$ cat config.mk
export PLATFORM = sky130hd
export DESIGN_NAME = motion_watch
export DESIGN_NICKNAME = d
export VERILOG_FILES = /design/src/rtl/motion_pkg.sv /design/src/rtl/mw_axis_chan.sv /design/src/rtl/mw_quiet_timer.sv /design/src/rtl/mw_link_seq.sv /design/src/rtl/motion_watch.sv
export SDC_FILE = /design/constraint.sdc
export NUM_CORES = 1
export LEC_CHECK = 0
export BUFFER_PORTS_ARGS = -buffer_cell sky130_fd_sc_hd__buf_4
export CORE_MARGIN = 4
export CORE_UTILIZATION = 50
export DETAILED_ROUTE_END_ITERATION = 6
export PLACE_DENSITY = 0.67
export RECOVER_POWER = 50
export REMOVE_ABC_BUFFERS = 1
export SYNTH_ARGS = -nofsm -noshare
export SYNTH_HDL_FRONTEND = slang
export SYNTH_SLANG_ARGS = --single-unit
$ cat constraint.sdc
create_clock -name clk -period 8.8 [get_ports clk]
set_input_delay 2.2 -clock clk [delete_from_list [all_inputs] [get_ports clk]]
set_output_delay 2.2 -clock clk [all_outputs]
set_load 0.01 [all_outputs]
$ cat src/rtl/motion_pkg.sv
package motion_pkg;
  localparam int unsigned AXES      = 3;
  localparam int unsigned SMP_W     = 13;
  localparam int unsigned THR_W     = 8;
  localparam int unsigned THR_SHIFT = 4;
  localparam int unsigned TIME_W    = 8;

  // Magnitude of a signed value held in a 32-bit int
  function automatic int unsigned mag_of(input int signed v);
    return (v < 0) ? int'(-v) : int'(v);
  endfunction

  // Threshold code moved onto the sample LSB scale
  function automatic int unsigned thr_scaled(input int unsigned code, input int unsigned sh);
    return code << sh;
  endfunction
endpackage

$ cat src/rtl/mw_axis_chan.sv
module mw_axis_chan
  import motion_pkg::*;
#(
  parameter int unsigned SW  = SMP_W,
  parameter int unsigned TW  = THR_W,
  parameter int unsigned SH  = THR_SHIFT
) (
  input  logic                 clk,
  input  logic                 rst_n,
  input  logic signed [SW-1:0] smp,
  input  logic                 act_cap,
  input  logic                 inact_cap,
  input  logic                 act_ac,
  input  logic                 inact_ac,
  input  logic [TW-1:0]        act_thr,
  input  logic [TW-1:0]        inact_thr,
  output logic                 act_over,
  output logic                 inact_quiet
);
  logic signed [SW-1:0] act_ref_q;
  logic signed [SW-1:0] inact_ref_q;
  int unsigned          act_mag;
  int unsigned          inact_mag;

  always_ff @(posedge clk or negedge rst_n) begin
    if (!rst_n) begin
      act_ref_q   <= '0;
      inact_ref_q <= '0;
    end else begin
      if (act_cap)   act_ref_q   <= smp;
      if (inact_cap) inact_ref_q <= smp;
    end
  end

  always_comb begin
    act_mag   = mag_of(act_ac   ? (int'(smp) - int'(act_ref_q))   : int'(smp));
    inact_mag = mag_of(inact_ac ? (int'(smp) - int'(inact_ref_q)) : int'(smp));
    act_over    = act_mag   > thr_scaled(32'(act_thr), SH);
    inact_quiet = inact_mag < thr_scaled(32'(inact_thr), SH);
  end
endmodule

$ cat src/rtl/mw_quiet_timer.sv
module mw_quiet_timer #(
  parameter int unsigned TIME_W = motion_pkg::TIME_W
) (
  input  logic              clk,
  input  logic              rst_n,
  input  logic              quiet_smp,
  input  logic              break_smp,
  input  logic              restart,
  input  logic              tick,
  input  logic              fire,
  input  logic [TIME_W-1:0] time_lim,
  output logic              met
);
  localparam logic [TIME_W-1:0] CNT_MAX = '1;

  logic              run_q;
  logic              done_q;
  logic [TIME_W-1:0] cnt_q;

  always_comb begin
    met = quiet_smp && !done_q && (run_q ? (cnt_q >= time_lim) : (time_lim == '0));
  end

  always_ff @(posedge clk or negedge rst_n) begin
    if (!rst_n) begin
      run_q  <= 1'b0;
      done_q <= 1'b0;
      cnt_q  <= '0;
    end else if (restart || break_smp) begin
      run_q  <= 1'b0;
      done_q <= 1'b0;
      cnt_q  <= '0;
    end else begin
      if (quiet_smp && !run_q) begin
        run_q <= 1'b1;
        cnt_q <= '0;
      end else if (run_q && tick && cnt_q != CNT_MAX) begin
        cnt_q <= cnt_q + 1'b1;
      end
      if (fire) done_q <= 1'b1;
    end
  end

  AST_CNT_SAT: assert property (@(posedge clk) disable iff (!rst_n)
    (run_q && cnt_q == CNT_MAX && !restart && !break_smp) |=> (cnt_q == CNT_MAX));

  AST_FIRE_ONCE: assert property (@(posedge clk) disable iff (!rst_n)
    (fire && !restart && !break_smp) |=> !fire || !quiet_smp || !met);
endmodule

$ cat src/rtl/mw_link_seq.sv
module mw_link_seq (
  input  logic clk,
  input  logic rst_n,
  input  logic link_en,
  input  logic sleep_en,
  input  logic act_on,
  input  logic inact_on,
  input  logic act_fire,
  input  logic inact_fire,
  output logic linked,
  output logic phase_act,
  output logic asleep
);
  logic phase_q;
  logic asleep_q;

  assign linked    = link_en && act_on && inact_on;
  assign phase_act = phase_q;
  assign asleep    = asleep_q;

  always_ff @(posedge clk or negedge rst_n) begin
    if (!rst_n) begin
      phase_q  <= 1'b0;
      asleep_q <= 1'b0;
    end else begin
      if (!linked)         phase_q <= 1'b0;
      else if (inact_fire) phase_q <= 1'b1;
      else if (act_fire)   phase_q <= 1'b0;

      if (!(link_en && sleep_en)) asleep_q <= 1'b0;
      else if (act_fire)          asleep_q <= 1'b0;
      else if (inact_fire)        asleep_q <= 1'b1;
    end
  end

  AST_LINK_NO_INACT: assert property (@(posedge clk) disable iff (!rst_n)
    (linked && phase_q) |-> !inact_fire);

  AST_LINK_NO_ACT: assert property (@(posedge clk) disable iff (!rst_n)
    (linked && !phase_q) |-> !act_fire);

  AST_SLEEP_LINK: assert property (@(posedge clk) disable iff (!rst_n)
    asleep_q |-> $past(link_en && sleep_en));
endmodule

$ cat src/rtl/motion_watch.sv
module motion_watch
  import motion_pkg::*;
#(
  parameter int unsigned SW  = SMP_W,
  parameter int unsigned TW  = THR_W,
  parameter int unsigned SH  = THR_SHIFT,
  parameter int unsigned TMW = TIME_W,
  parameter int unsigned NA  = AXES
) (
  input  logic                 clk,
  input  logic                 rst_n,
  input  logic                 smp_valid,
  input  logic signed [SW-1:0] smp_x,
  input  logic signed [SW-1:0] smp_y,
  input  logic signed [SW-1:0] smp_z,
  input  logic                 sec_tick,
  input  logic [TW-1:0]        act_thr,
  input  logic [TW-1:0]        inact_thr,
  input  logic [TMW-1:0]       inact_time,
  input  logic                 act_ac,
  input  logic                 inact_ac,
  input  logic [NA-1:0]        act_axis_en,
  input  logic [NA-1:0]        inact_axis_en,
  input  logic                 link_en,
  input  logic                 auto_sleep_en,
  output logic                 act_evt,
  output logic                 inact_evt,
  output logic [NA-1:0]        act_src,
  output logic                 asleep
);
  logic signed [SW-1:0] smp_arr [NA];
  logic [NA-1:0]        act_over;
  logic [NA-1:0]        inact_quiet;
  logic [NA-1:0]        act_hit;

  // Named internal events
  logic act_on, inact_on, linked, phase_act;
  logic act_armed, inact_armed;
  logic act_cap, inact_cap;
  logic inact_loud, quiet_smp, break_smp, timer_met;
  logic act_fire, inact_fire;

  logic          act_need_q, inact_need_q;
  logic          act_evt_q, inact_evt_q;
  logic [NA-1:0] act_src_q;

  always_comb begin
    for (int i = 0; i < int'(NA); i++) smp_arr[i] = '0;
    smp_arr[0] = smp_x;
    smp_arr[1] = smp_y;
    smp_arr[2] = smp_z;
  end

  for (genvar g = 0; g < NA; g++) begin : g_axis
    mw_axis_chan #(.SW(SW), .TW(TW), .SH(SH)) chan_i (
      .clk        (clk),
      .rst_n      (rst_n),
      .smp        (smp_arr[g]),
      .act_cap    (act_cap),
      .inact_cap  (inact_cap),
      .act_ac     (act_ac),
      .inact_ac   (inact_ac),
      .act_thr    (act_thr),
      .inact_thr  (inact_thr),
      .act_over   (act_over[g]),
      .inact_quiet(inact_quiet[g])
    );
  end

  always_comb begin
    act_on      = |act_axis_en;
    inact_on    = |inact_axis_en;
    act_armed   = act_on && (!linked || phase_act);
    inact_armed = inact_on && (!linked || !phase_act);
    act_hit     = act_over & act_axis_en;
    act_fire    = smp_valid && act_armed && !(act_ac && act_need_q) && (|act_hit);
    act_cap     = smp_valid && act_need_q;
    inact_loud  = |(~inact_quiet & inact_axis_en);
    inact_cap   = smp_valid && (inact_need_q || inact_loud);
    quiet_smp   = smp_valid && inact_on && !inact_loud && !(inact_ac && inact_need_q);
    break_smp   = smp_valid && !quiet_smp;
    inact_fire  = inact_armed && timer_met;
  end

  mw_quiet_timer #(.TIME_W(TMW)) timer_i (
    .clk      (clk),
    .rst_n    (rst_n),
    .quiet_smp(quiet_smp),
    .break_smp(break_smp),
    .restart  (act_fire && linked),
    .tick     (sec_tick),
    .fire     (inact_fire),
    .time_lim (inact_time),
    .met      (timer_met)
  );

  mw_link_seq link_i (
    .clk       (clk),
    .rst_n     (rst_n),
    .link_en   (link_en),
    .sleep_en  (auto_sleep_en),
    .act_on    (act_on),
    .inact_on  (inact_on),
    .act_fire  (act_fire),
    .inact_fire(inact_fire),
    .linked    (linked),
    .phase_act (phase_act),
    .asleep    (asleep)
  );

  always_ff @(posedge clk or negedge rst_n) begin
    if (!rst_n) begin
      act_need_q   <= 1'b1;
      inact_need_q <= 1'b1;
      act_evt_q    <= 1'b0;
      inact_evt_q  <= 1'b0;
      act_src_q    <= '0;
    end else begin
      if (act_fire || (inact_fire && linked)) act_need_q <= 1'b1;
      else if (smp_valid)                     act_need_q <= 1'b0;
      if (act_fire && linked)                 inact_need_q <= 1'b1;
      else if (smp_valid)                     inact_need_q <= 1'b0;
      act_evt_q   <= act_fire;
      inact_evt_q <= inact_fire;
      if (act_fire) act_src_q <= act_hit;
    end
  end

  assign act_evt   = act_evt_q;
  assign inact_evt = inact_evt_q;
  assign act_src   = act_src_q;

  AST_EVT_QUAL: assert property (@(posedge clk) disable iff (!rst_n)
    (act_evt || inact_evt) |-> $past(smp_valid));

  AST_ACT_OFF: assert property (@(posedge clk) disable iff (!rst_n)
    act_evt |-> $past(act_axis_en != '0));

  AST_INACT_OFF: assert property (@(posedge clk) disable iff (!rst_n)
    inact_evt |-> $past(inact_axis_en != '0));

  AST_AC_REF_SKIP: assert property (@(posedge clk) disable iff (!rst_n)
    (smp_valid && act_ac && act_need_q) |=> !act_evt);

  AST_SRC_HOLD: assert property (@(posedge clk) disable iff (!rst_n)
    !act_evt |-> $stable(act_src));

  AST_SRC_SET: assert property (@(posedge clk) disable iff (!rst_n)
    act_evt |-> (act_src != '0));

  AST_LINK_EXCL: assert property (@(posedge clk) disable iff (!rst_n)
    $past(linked) |-> !(act_evt && inact_evt));
endmodule

; ---- Word level (Yosys, flattened, before mapping)
; Index checks and enable logic that the tools add are counted.
[totals]
register_bits = 97
output_inout_bits = 6
elab_cells = 123
[op_classes]
addsub = 13
n_lt_le_gt_ge = 13
eq_ne = 3
muxes = 28
bitwise_logic = 3
n_reduce_logical = 47
[op_table]
columns = op, count
row1 = $mux W32, 12
row2 = $lt A32 B1 Y1 const B, 6
row3 = $neg A32 Y32, 6
row4 = $gt A32 B12 Y1, 3
row5 = $lt A32 B12 Y1, 3
row6 = $sub A13 B13 Y14, 6
row7 = $logic_and A1 B1 Y1, 24
row8 = $mux W8, 3
row9 = $mux W1, 13
row10 = $reduce_or A3 Y1, 4
row11 = $add A8 B1 Y8 const B, 1
row12 = $ge A8 B8 Y1, 1
row13 = $logic_not A1 Y1, 8
row14 = $logic_not A8 Y1, 1
row15 = $ne A8 B8 Y1 const B, 1
row16 = $reduce_bool A2 Y1, 4
row17 = $and A3 B3 Y3, 2
row18 = $ne A3 B3 Y1 const B, 2
row19 = $logic_or A1 B1 Y1, 5
row20 = $not A3 Y3, 1
row21 = $reduce_bool A3 Y1, 1

; ---- Depth between registers and ports, before layout
; Gate-level depths: netlist (run 1).
[logic_depth]
ltp_word = 17
depth_mapped = 26

; ---- Hierarchy
; From an unflattened synthesis (run 1), not the netlist that was laid out.
[hier_totals]
cells_unflattened = 1538
area_unflattened_um2 = 11986.5
[by_module_without_submodules]
columns = mod, instances, cells_per_inst, area_per_inst_um2, seq_area_each_um2
row1 = mw_axis_chan at g_axis[0].chan_i ..., 2, 459, 3558.4, 650.6
row2 = mw_axis_chan at g_axis[1].chan_i, 1, 490, 3643.5, 650.6
row3 = mw_quiet_timer, 1, 80, 737.0, 250.2
row4 = motion_watch, 1, 43, 402.9, 177.7
row5 = mw_link_seq, 1, 7, 86.3, 50.0

; ---- Worst setup path before layout (run 1)
; OpenSTA, ideal clock, no wires.
[synth_timing]
path_kind = input to register
start = in act_ac
end = reg link_i.asleep_q, in the netlist link_i.asleep
arrival_ns = 6.984
required_time_ns = 8.733
path_slack_ns = 1.749
stages = 22
path_buffers = 5
cell_sequence = buf_2 -> buf_2 -> clkbuf_1 -> buf_1 -> buf_1 -> mux2i_1 -> ha_1 -> nand2_1 -> or3_1 -> or4_4 -> o21bai_1 -> xor2_1 -> ha_1 -> nand3_1 -> nor4_1 -> nand2_1 -> or4_1 -> and3_1 -> o31a_1 -> o21ai_2 -> and2_4 -> o2111a_1
[synth_between]
elab_chain_len = 9
[synth_lines]
columns = element, line_no
row1 = from (decl), motion_watch.sv:20  ; input logic act_ac,
row2 = $mux W32, mw_axis_chan.sv:36  ; act_mag = mag_of(act_ac ? (int'(smp) - int'(act_ref_q)) : int'(smp));
row3 = $neg A32 Y32 or $lt A32 B1 Y1 (tied branches), motion_pkg.sv:10  ; return (v < 0) ? int'(-v) : int'(v);
row4 = $mux W32, motion_pkg.sv:10
row5 = $gt A32 B12 Y1, mw_axis_chan.sv:38  ; act_over = act_mag > thr_scaled(32'(act_thr), SH);
row6 = $and A3 B3 Y3, motion_watch.sv:75  ; act_hit = act_over & act_axis_en;
row7 = $reduce_or A3 Y1, motion_watch.sv:76  ; act_fire = smp_valid && act_armed && !(act_ac && act_need_q) && (|act_hit);
row8 = $logic_and A1 B1 Y1 (*), motion_watch.sv:76
row9 = $mux W1, mw_link_seq.sv:31  ; else if (act_fire) asleep_q <= 1'b0;
row10 = $mux W1, mw_link_seq.sv:30  ; if (!(link_en && sleep_en)) asleep_q <= 1'b0;
row11 = to (signal assigned), mw_link_seq.sv:30
row12 = to (signal assigned), mw_link_seq.sv:31
row13 = to (signal assigned), mw_link_seq.sv:32  ; else if (inact_fire) asleep_q <= 1'b1;
row14 = to (decl), mw_link_seq.sv:15  ; logic asleep_q;
; Every way passes the cells marked *; elsewhere a longest branch is shown, timed or not.
; A chain may end at the register's enable or synchronous reset.

; ---- Worst setup path after layout (run 1)
[layout_timing]
start = in smp_z[0]
end = reg g_axis[2].chan_i.inact_ref_q[8]
[layout_between]
elab_chain_len = 10
[layout_lines]
columns = element, line_no
row1 = from (decl), motion_watch.sv:15  ; input logic signed [SW-1:0] smp_z,
row2 = $sub A13 B13 Y14, mw_axis_chan.sv:37  ; inact_mag = mag_of(inact_ac ? (int'(smp) - int'(inact_ref_q)) : int'(smp));
row3 = $mux W32 (*), mw_axis_chan.sv:37
row4 = $neg A32 Y32 or $lt A32 B1 Y1 (tied branches), motion_pkg.sv:10
row5 = $mux W32 (*), motion_pkg.sv:10
row6 = $lt A32 B12 Y1 (*), mw_axis_chan.sv:39  ; inact_quiet = inact_mag < thr_scaled(32'(inact_thr), SH);
row7 = $not A3 Y3 (*), motion_watch.sv:78  ; inact_loud = |(~inact_quiet & inact_axis_en);
row8 = $and A3 B3 Y3 (*), motion_watch.sv:78
row9 = $reduce_or A3 Y1 (*), motion_watch.sv:78
row10 = $logic_or A1 B1 Y1 (*), motion_watch.sv:79  ; inact_cap = smp_valid && (inact_need_q || inact_loud);
row11 = $logic_and A1 B1 Y1 (*), motion_watch.sv:79
row12 = to (signal assigned), mw_axis_chan.sv:31  ; if (inact_cap) inact_ref_q <= smp;
row13 = to (decl), mw_axis_chan.sv:21  ; logic signed [SW-1:0] inact_ref_q;
; Marked as above.

==> results of run 1 <==
layer usage:
| metal | vias up | routed length (um) | GRT usage | part of all wire |
|---|---|---|---|---|
| met5 | - | 0 | 0 | 0 |
| met4 | 0 | 614 | 0.0682 | 0.019 |
| met3 | 42 | 1470 | 0.0255 | 0.045 |
| met2 | 296 | 15500 | 0.423 | 0.47 |
| met1 | 5515 | 15200 | 0.327 | 0.46 |
| li1 | 5718 | - | - | - |
cell families (layout without fill, tap and decap cells):
kind of cell	Yosys count	after routing
and+or+nand+nor	500	500
AOI/OAI and AO/OA	441	441
buffers and inverters	180	248
adders and majority gates	141	141
DFF	97	97
xor gates and xnor gates	81	81
muxes	80	80
sequential cells by signal, indices dropped and copies added (netlist names):
| signal | cells |
|---|---|
| act_evt | 1 |
| act_need_q | 1 |
| act_src | 3 |
| g_axis.chan_i.act_ref_q | 39 |
| g_axis.chan_i.inact_ref_q | 39 |
| inact_evt | 1 |
| inact_need_q | 1 |
| link_i.asleep | 1 |
| link_i.phase_act | 1 |
| timer_i.cnt_q | 8 |
| timer_i.done_q | 1 |
| timer_i.run_q | 1 |
stage by stage:
| step | cell area (um2) | total power, mW | util | worst slack, ps |
|---|---|---|---|---|
| 2_1_floorplan | 11900 | 3.26 | - | 1050 |
| 3_3_place_gp | 13000 | 3.86 | 0.550 | 1020 |
| 3_5_place_dp | 13000 | 3.94 | 0.550 | 947 |
| 4_1_cts | 13300 | 4.36 | 0.562 | 1320 |
| 5_1_grt | 13200 | 4.84 | 0.561 | 912 |
| 6_report | 13200 | 4.36 | 0.561 | 1310 |
area by class of cell:
cell class	count	share of cell area
Multi-Input combinational cell	1243	0.675
Inverter	142	0.0403
Clock inverter	4	0.00274
Sequential cell	97	0.184
Clock buffer	11	0.0191
Timing Repair Buffer	91	0.0491
Tap cell	319	0.0302
where the power goes:
part	internal, mW	switching, mW	leakage (nW)
clock	0.209	0.195	0.140
sequential	0.648	0.100	1.18
combinational	1.40	1.82	4.70
total	2.25	2.11	6.02
final timing paths:
path                            cells after the start  slack (ps)                            start                         endpoint
min in group asynchronous                           1        2680                            rst_n    g_axis[0].chan_i.act_ref_q[6]
worst max register to register                     22        3010  g_axis[2].chan_i.inact_ref_q[0]  g_axis[2].chan_i.inact_ref_q[8]
worst min-delay path                                2         480    g_axis[1].chan_i.act_ref_q[6]    g_axis[1].chan_i.act_ref_q[6]
worst max-delay path                               24        1310                         smp_z[0]  g_axis[2].chan_i.inact_ref_q[8]
max in group asynchronous                           2        2390                            rst_n    g_axis[1].chan_i.act_ref_q[9]
worst min register to register                      2         480    g_axis[1].chan_i.act_ref_q[6]    g_axis[1].chan_i.act_ref_q[6]
worst min-delay path: stages, from the launching register on:
cell     delay, ps
dfrtp_1        340
nand2_1         50
o21ai_0         60
layout by cell type (no fill, tap or decap), types with 19 or more instances in the layout:
master	instances
a211oi_1	24
a21o_1	28
a21oi_1	100
buf_4	82
dfrtp_1	95
ha_1	135
inv_1	140
mux2_2	59
mux2i_1	21
nand2_1	132
nand2b_1	19
nand3_1	31
nor2_1	119
nor2b_1	24
nor3_1	33
nor4_1	19
o21a_1	19
o21ai_0	97
xnor2_1	50
xor2_1	31
==> run_results.csv, run 1 <==
group,metric,value,unit
status,outcome,"finished, violations left",
status,violations,"capacitance limit, slew limit",
setup_path,slowest_stage,"buf_4",
sta,hold_viol_final,0,
floorplanning,die_h,163,um
setup_path,crit_top_cell,"a21o_1",
finish,final_nets,1802,
power,vdd_ir_drop_max,0.154,mV
global_routing,antenna_found_initial,0,
setup_path,path_class,"in2reg",
synth,synth_compound_area_frac,0.248,
clock_network,clock-root-buffer,"clkbuf_16",
clock_network,cts_buffer_depth,2,
setup_path,cp_num_buf_inv,4,
synth,synth_xor_area_frac,0.0588,
place,place_hpwl,25700,um
synth,yosysTopAreaCell,"dfrtp_1",
detailed_routing,ant_nets,0,
setup_path,critPathLaunchType,"input port",
finish,fillers,2302,
synth,yosys-top-cells-count,"inv_1 (140), ha_1 (135), nand2_1 (132), nor2_1 (119), a21oi_1 (100)",
global_routing,grt_max_degree,57,
synth,synthTopCellsByArea,"dfrtp_1 (20%), ha_1 (14%), mux2_2 (5.5%), inv_1 (4.4%), a21oi_1 (4.1%)",
synth,synth_ff_type,"dfrtp_1",
synth,synth.area.mux_share,0.0724,
floorplanning,core_area,0.0236,mm2
floorplanning,num_rows,56,
synth,synthAdderAreaFrac,0.150,
floorplanning,start_util,0.511,
finish,antenna_cells,0,
synth,syn_inst,1520,
clock_network,cts_tree,"done",
finish,multiInputGateArea,0.00894,mm2
global_routing,grt_pass1_wl,53700,um
sta,max_freq,133,MHz
setup_path,slowest_delay,570,ps
detailed_routing,drt-total-wl,32800,um
synth,yosys.area.top_type_share,0.197,
setup_path,crit_family,"compound AO/OA/AOI/OAI gates",
setup_path,critPathMaxFanout,51,
clock_network,post_cts.repair.setup_buffers,0,
detailed_routing,drc,0,
finish,synthToLayoutAreaGrowth,9.64,%
sta,grt_setup_unrepaired,"false",
place,dp_cells,1892,
synth,syn_avg_cell_area,7.94,um2
clock_network,cts_resized,0,
sta,tightestPinTransition,2870,ps
clock_network,path_clk_slew,70,ps
synth,netlist_area,0.0121,mm2
setup_path,critPathArrivalTime,7740,ps
sta,maxSlewHeadroom,-0.911,
floorplanning,die_area,0.0267,mm2
floorplanning,fp.dieW,163,um
clock_network,htreeDepth,3,
sta,fin_tns_setup,0,ps
clock_network,numClockSinks,97,
synth,synth_edf_count,0,
floorplanning,ios,83,
sta,min_period,7490,ps
power,p_leak,6.02,nW
detailed_routing,first_iter_violations,890,
sta,setup_viol,0,
power,power_per_cell_area,330,mW/mm2
finish,drive_gt1_frac,0.121,
synth,synthArstFlopShare,1.00,
place,io_buffer_count,82,
finish,regArea,0.00243,mm2
sta,slew_violations,100,
detailed_routing,vias_per_cell,6.07,
sta,fin_crit_sh,0.852,
clock_network,cts_buffers,9,
run,maxCapViolCount,2,
clock_network,postCtsHoldBufs,0,
setup_path,crit_chain,"buf_4, inv_1, ha_1, inv_1, fa_1, a21o_1, a2111oi_4, xnor2_1, a41oi_1, or4_1, nor2b_1, nor2_1, xnor2_1, ha_1, a21o_1, a21o_1, a21oi_1, nor2b_1, a41oi_1, o2111ai_1, or4_4, o31ai_4, buf_4, mux2_2",
synth,synth.most_common_cell,"inv_1",
synth,ys_seq_elements,97,
clock_network,insertion_delay,360,ps
synth,synth-seq-area-share,0.201,
synth,yosys.area_share.simple,0.211,
worst_hold_path,hp-class,"reg2reg",
setup_path,cp-end-kind,"flip-flop",
place,gp_congestion,0.920,
synth,synthDistinctLibCells,87,
global_routing,grt_pass1_vias,10900,
detailed_routing,vias,11600,
detailed_routing,avgRoutedWirePerCell,17.2,um
finish,stdcell_count,1907,
global_routing,track_usage,0.245,
detailed_routing,drtPass1Iterations,6,
sta,skew,9.65,ps
global_routing,grt.overflow.total,0,
setup_path,critical_path_required,9040,ps
sta,hold_slack,483,ps
synth,yosys_warnings,0,
synth,synth_top_family_by_area,"compound AO/OA/AOI/OAI gates",
(Power assumes the default switching activity.)
==> inputs of run 2 (changes only) <==
Settings changed: CTS_BUF_LIST from default to sky130_fd_sc_hd__clkbuf_16.
==> run 2 against run 1 <==
  * The flow still finishes with violations (capacitance limit, slew limit)
  * Sequential power is essentially flat
  * Fmax shrank 0.18%
  * Largest power group unchanged
  * Clock skew is essentially flat
  * Clock-buffer cell count shrank 2
  * Cell area shrank 0.15%
  * Sequential share of layout area is essentially flat
  * First-iteration DRC count grew 1.8%
  * Global-route usage is essentially flat
  * Power shrank 0.28%
  * Hold slack is essentially flat
  * Combinational power is essentially flat
==> run_results.csv, run 2 (synthesized netlist as in run 1, its figures left out) <==
group,metric,value,unit
floorplanning,fp.dieW,163,um
place,placed_cell_area,0.0130,mm2
detailed_routing,ant_nets,0,
clock_network,path_clk_slew,80,ps
sta,grt_setup_unrepaired,"false",
detailed_routing,avgRoutedWirePerCell,17.2,um
power,finalPower,4.35,mW
clock_network,insertion_delay,360,ps
floorplanning,num_rows,56,
place,io_buffer_count,82,
floorplanning,core_area,0.0236,mm2
sta,fin_tns_setup,0,ps
floorplanning,start_util,0.511,
setup_path,critPathMaxFanout,51,
floorplanning,ios,83,
finish,fillers,2306,
detailed_routing,vias,11500,
finish,synthToLayoutAreaGrowth,9.47,%
sta,tightestPinTransition,2880,ps
setup_path,slowest_delay,570,ps
global_routing,track_usage,0.245,
run,maxCapViolCount,2,
finish,antenna_cells,0,
global_routing,grt_pass1_vias,10900,
global_routing,antenna_found_initial,0,
clock_network,clock-root-buffer,"clkbuf_16",
clock_network,cts_buffer_depth,2,
sta,skew,9.34,ps
worst_hold_path,hold_depth,2,
status,outcome,"finished, violations left",
setup_path,crit_chain,"buf_4, inv_1, ha_1, inv_1, fa_1, a21o_1, a2111oi_4, xnor2_1, a41oi_1, or4_1, nor2b_1, nor2_1, xnor2_1, ha_1, a21o_1, a21o_1, a21oi_1, nor2b_1, a41oi_1, o2111ai_1, or4_4, o31ai_4, buf_4, mux2_2",
finish,mostFrequentLayoutCells,"inv_1 (140), ha_1 (135), nand2_1 (132), nor2_1 (119), a21oi_1 (100)",
worst_hold_path,hp-class,"reg2reg",
global_routing,grt_pass1_wl,53700,um
finish,drive_gt1_frac,0.120,
detailed_routing,drtPass1Iterations,5,
finish,stdcell_count,1907,
setup_path,rr_endpoint,"g_axis[2].chan_i.inact_ref_q[8]",
setup_path,regToRegStartpoint,"g_axis[2].chan_i.inact_ref_q[0]",
detailed_routing,vias_per_cell,6.05,
detailed_routing,first_iter_violations,906,
setup_path,critPathArrivalTime,7750,ps
status,violations,"capacitance limit, slew limit",
power,vdd_ir_drop_max,0.154,mV
setup_path,reg2regPathDepth,22,
detailed_routing,drt-total-wl,32800,um
setup_path,critical_path_required,9040,ps
place,dp_cells,1892,
sta,max_freq,133,MHz
sta,min_period,7510,ps
setup_path,crit_top_cell,"a21o_1",
setup_path,cp-end-kind,"flip-flop",
sta,setup_viol,0,
clock_network,htreeDepth,3,
finish,final_area,0.0132,mm2
global_routing,grt_max_degree,57,
finish,top_regs,"g_axis.chan_i.act_ref_q (39), g_axis.chan_i.inact_ref_q (39), timer_i.cnt_q (8)",
clock_network,cts_tree,"done",
sta,maxSlewHeadroom,-0.918,
clock_network,numClockSinks,97,
clock_network,post_cts.repair.setup_buffers,0,
floorplanning,die_h,163,um
clock_network,cts_buffers,9,
sta,hold_viol_final,0,
setup_path,slowest_stage,"buf_4",
setup_path,reg2reg_slack,3000,ps
worst_hold_path,hold_path_end,"g_axis[1].chan_i.act_ref_q[6]",
sta,slew_violations,100,
place,dp_slack,947,ps
power,p_leak,6.01,nW
global_routing,grt.overflow.total,0,
setup_path,path_class,"in2reg",
finish,mostFrequentLayoutCell,"inv_1",
worst_hold_path,hold_start,"g_axis[1].chan_i.act_ref_q[6]",
place,gp_congestion,0.920,
sta,timing.final.ws_setup,1290,ps
power,power_per_cell_area,329,mW/mm2
place,place_hpwl,25700,um
sta,fin_crit_sh,0.853,
floorplanning,die_area,0.0267,mm2
clock_network,cts_resized,0,
finish,final_nets,1802,
setup_path,critPathLaunchType,"input port",
detailed_routing,drc,0,
clock_network,postCtsHoldBufs,0,
## run 2: stage by stage
| stage | hold slack (ps) | util |
|---|---|---|
| after floorplan | 450 | - |
| after global placement | 462 | 0.550 |
| after detailed placement | 470 | 0.550 |
| after CTS | 488 | 0.561 |
| after global routing | 513 | 0.560 |
| final | 482 | 0.560 |
## run 2: area by class of cell
| type | instances | area, um2 | area share |
|---|---|---|---|
| Clock buffer | 9 | 225 | 0.0170 |
| Clock inverter | 6 | 43.8 | 0.00331 |
| Inverter | 142 | 533 | 0.0403 |
| Multi-Input combinational cell | 1243 | 8940 | 0.676 |
| Sequential cell | 97 | 2430 | 0.184 |
| Tap cell | 319 | 399 | 0.0302 |
| Timing Repair Buffer | 91 | 649 | 0.0491 |
## run 2: metal layers
layer / GRT usage / routed length [um] / vias up / share of wire
met1: 0.329 / 15200 / 5489 / 0.46
met3: 0.0257 / 1570 / 37 / 0.048
li1: - / - / 5723 / -
met4: 0.0671 / 603 / 0 / 0.018
met2: 0.423 / 15500 / 292 / 0.47
met5: 0 / 0 / - / 0
## run 2: power breakdown
part / switching, mW / leakage [nW] / total [mW] / internal [mW]
combinational: 1.82 / 4.70 / 3.22 / 1.40
clock: 0.196 / 0.128 / 0.388 / 0.192
sequential: 0.0999 / 1.18 / 0.748 / 0.648
total: 2.12 / 6.01 / 4.35 / 2.24
## run 2: worst max-delay path: cells and delay by family
kind / cells / cell delay (ps)
compound gates: 9 / 1810
buf+inv: 4 / 850
simple gates: 5 / 1270
fa+ha+maj: 3 / 870
xor+xnor: 2 / 320
mux: 1 / 410
## run 2: worst max-delay path by stage
stage,start,to,slack (ps),cells past startpoint
2_1_floorplan,smp_z[0],g_axis[0].chan_i.inact_ref_q[11],1050,22
3_3_place_gp,smp_z[0],g_axis[2].chan_i.inact_ref_q[1],1020,24
3_5_place_dp,smp_z[0],g_axis[0].chan_i.inact_ref_q[3],950,24
4_1_cts,smp_z[0],g_axis[1].chan_i.inact_ref_q[10],1320,24
5_1_grt,smp_z[0],g_axis[0].chan_i.inact_ref_q[6],910,24
6_report,smp_z[0],g_axis[2].chan_i.inact_ref_q[8],1290,24
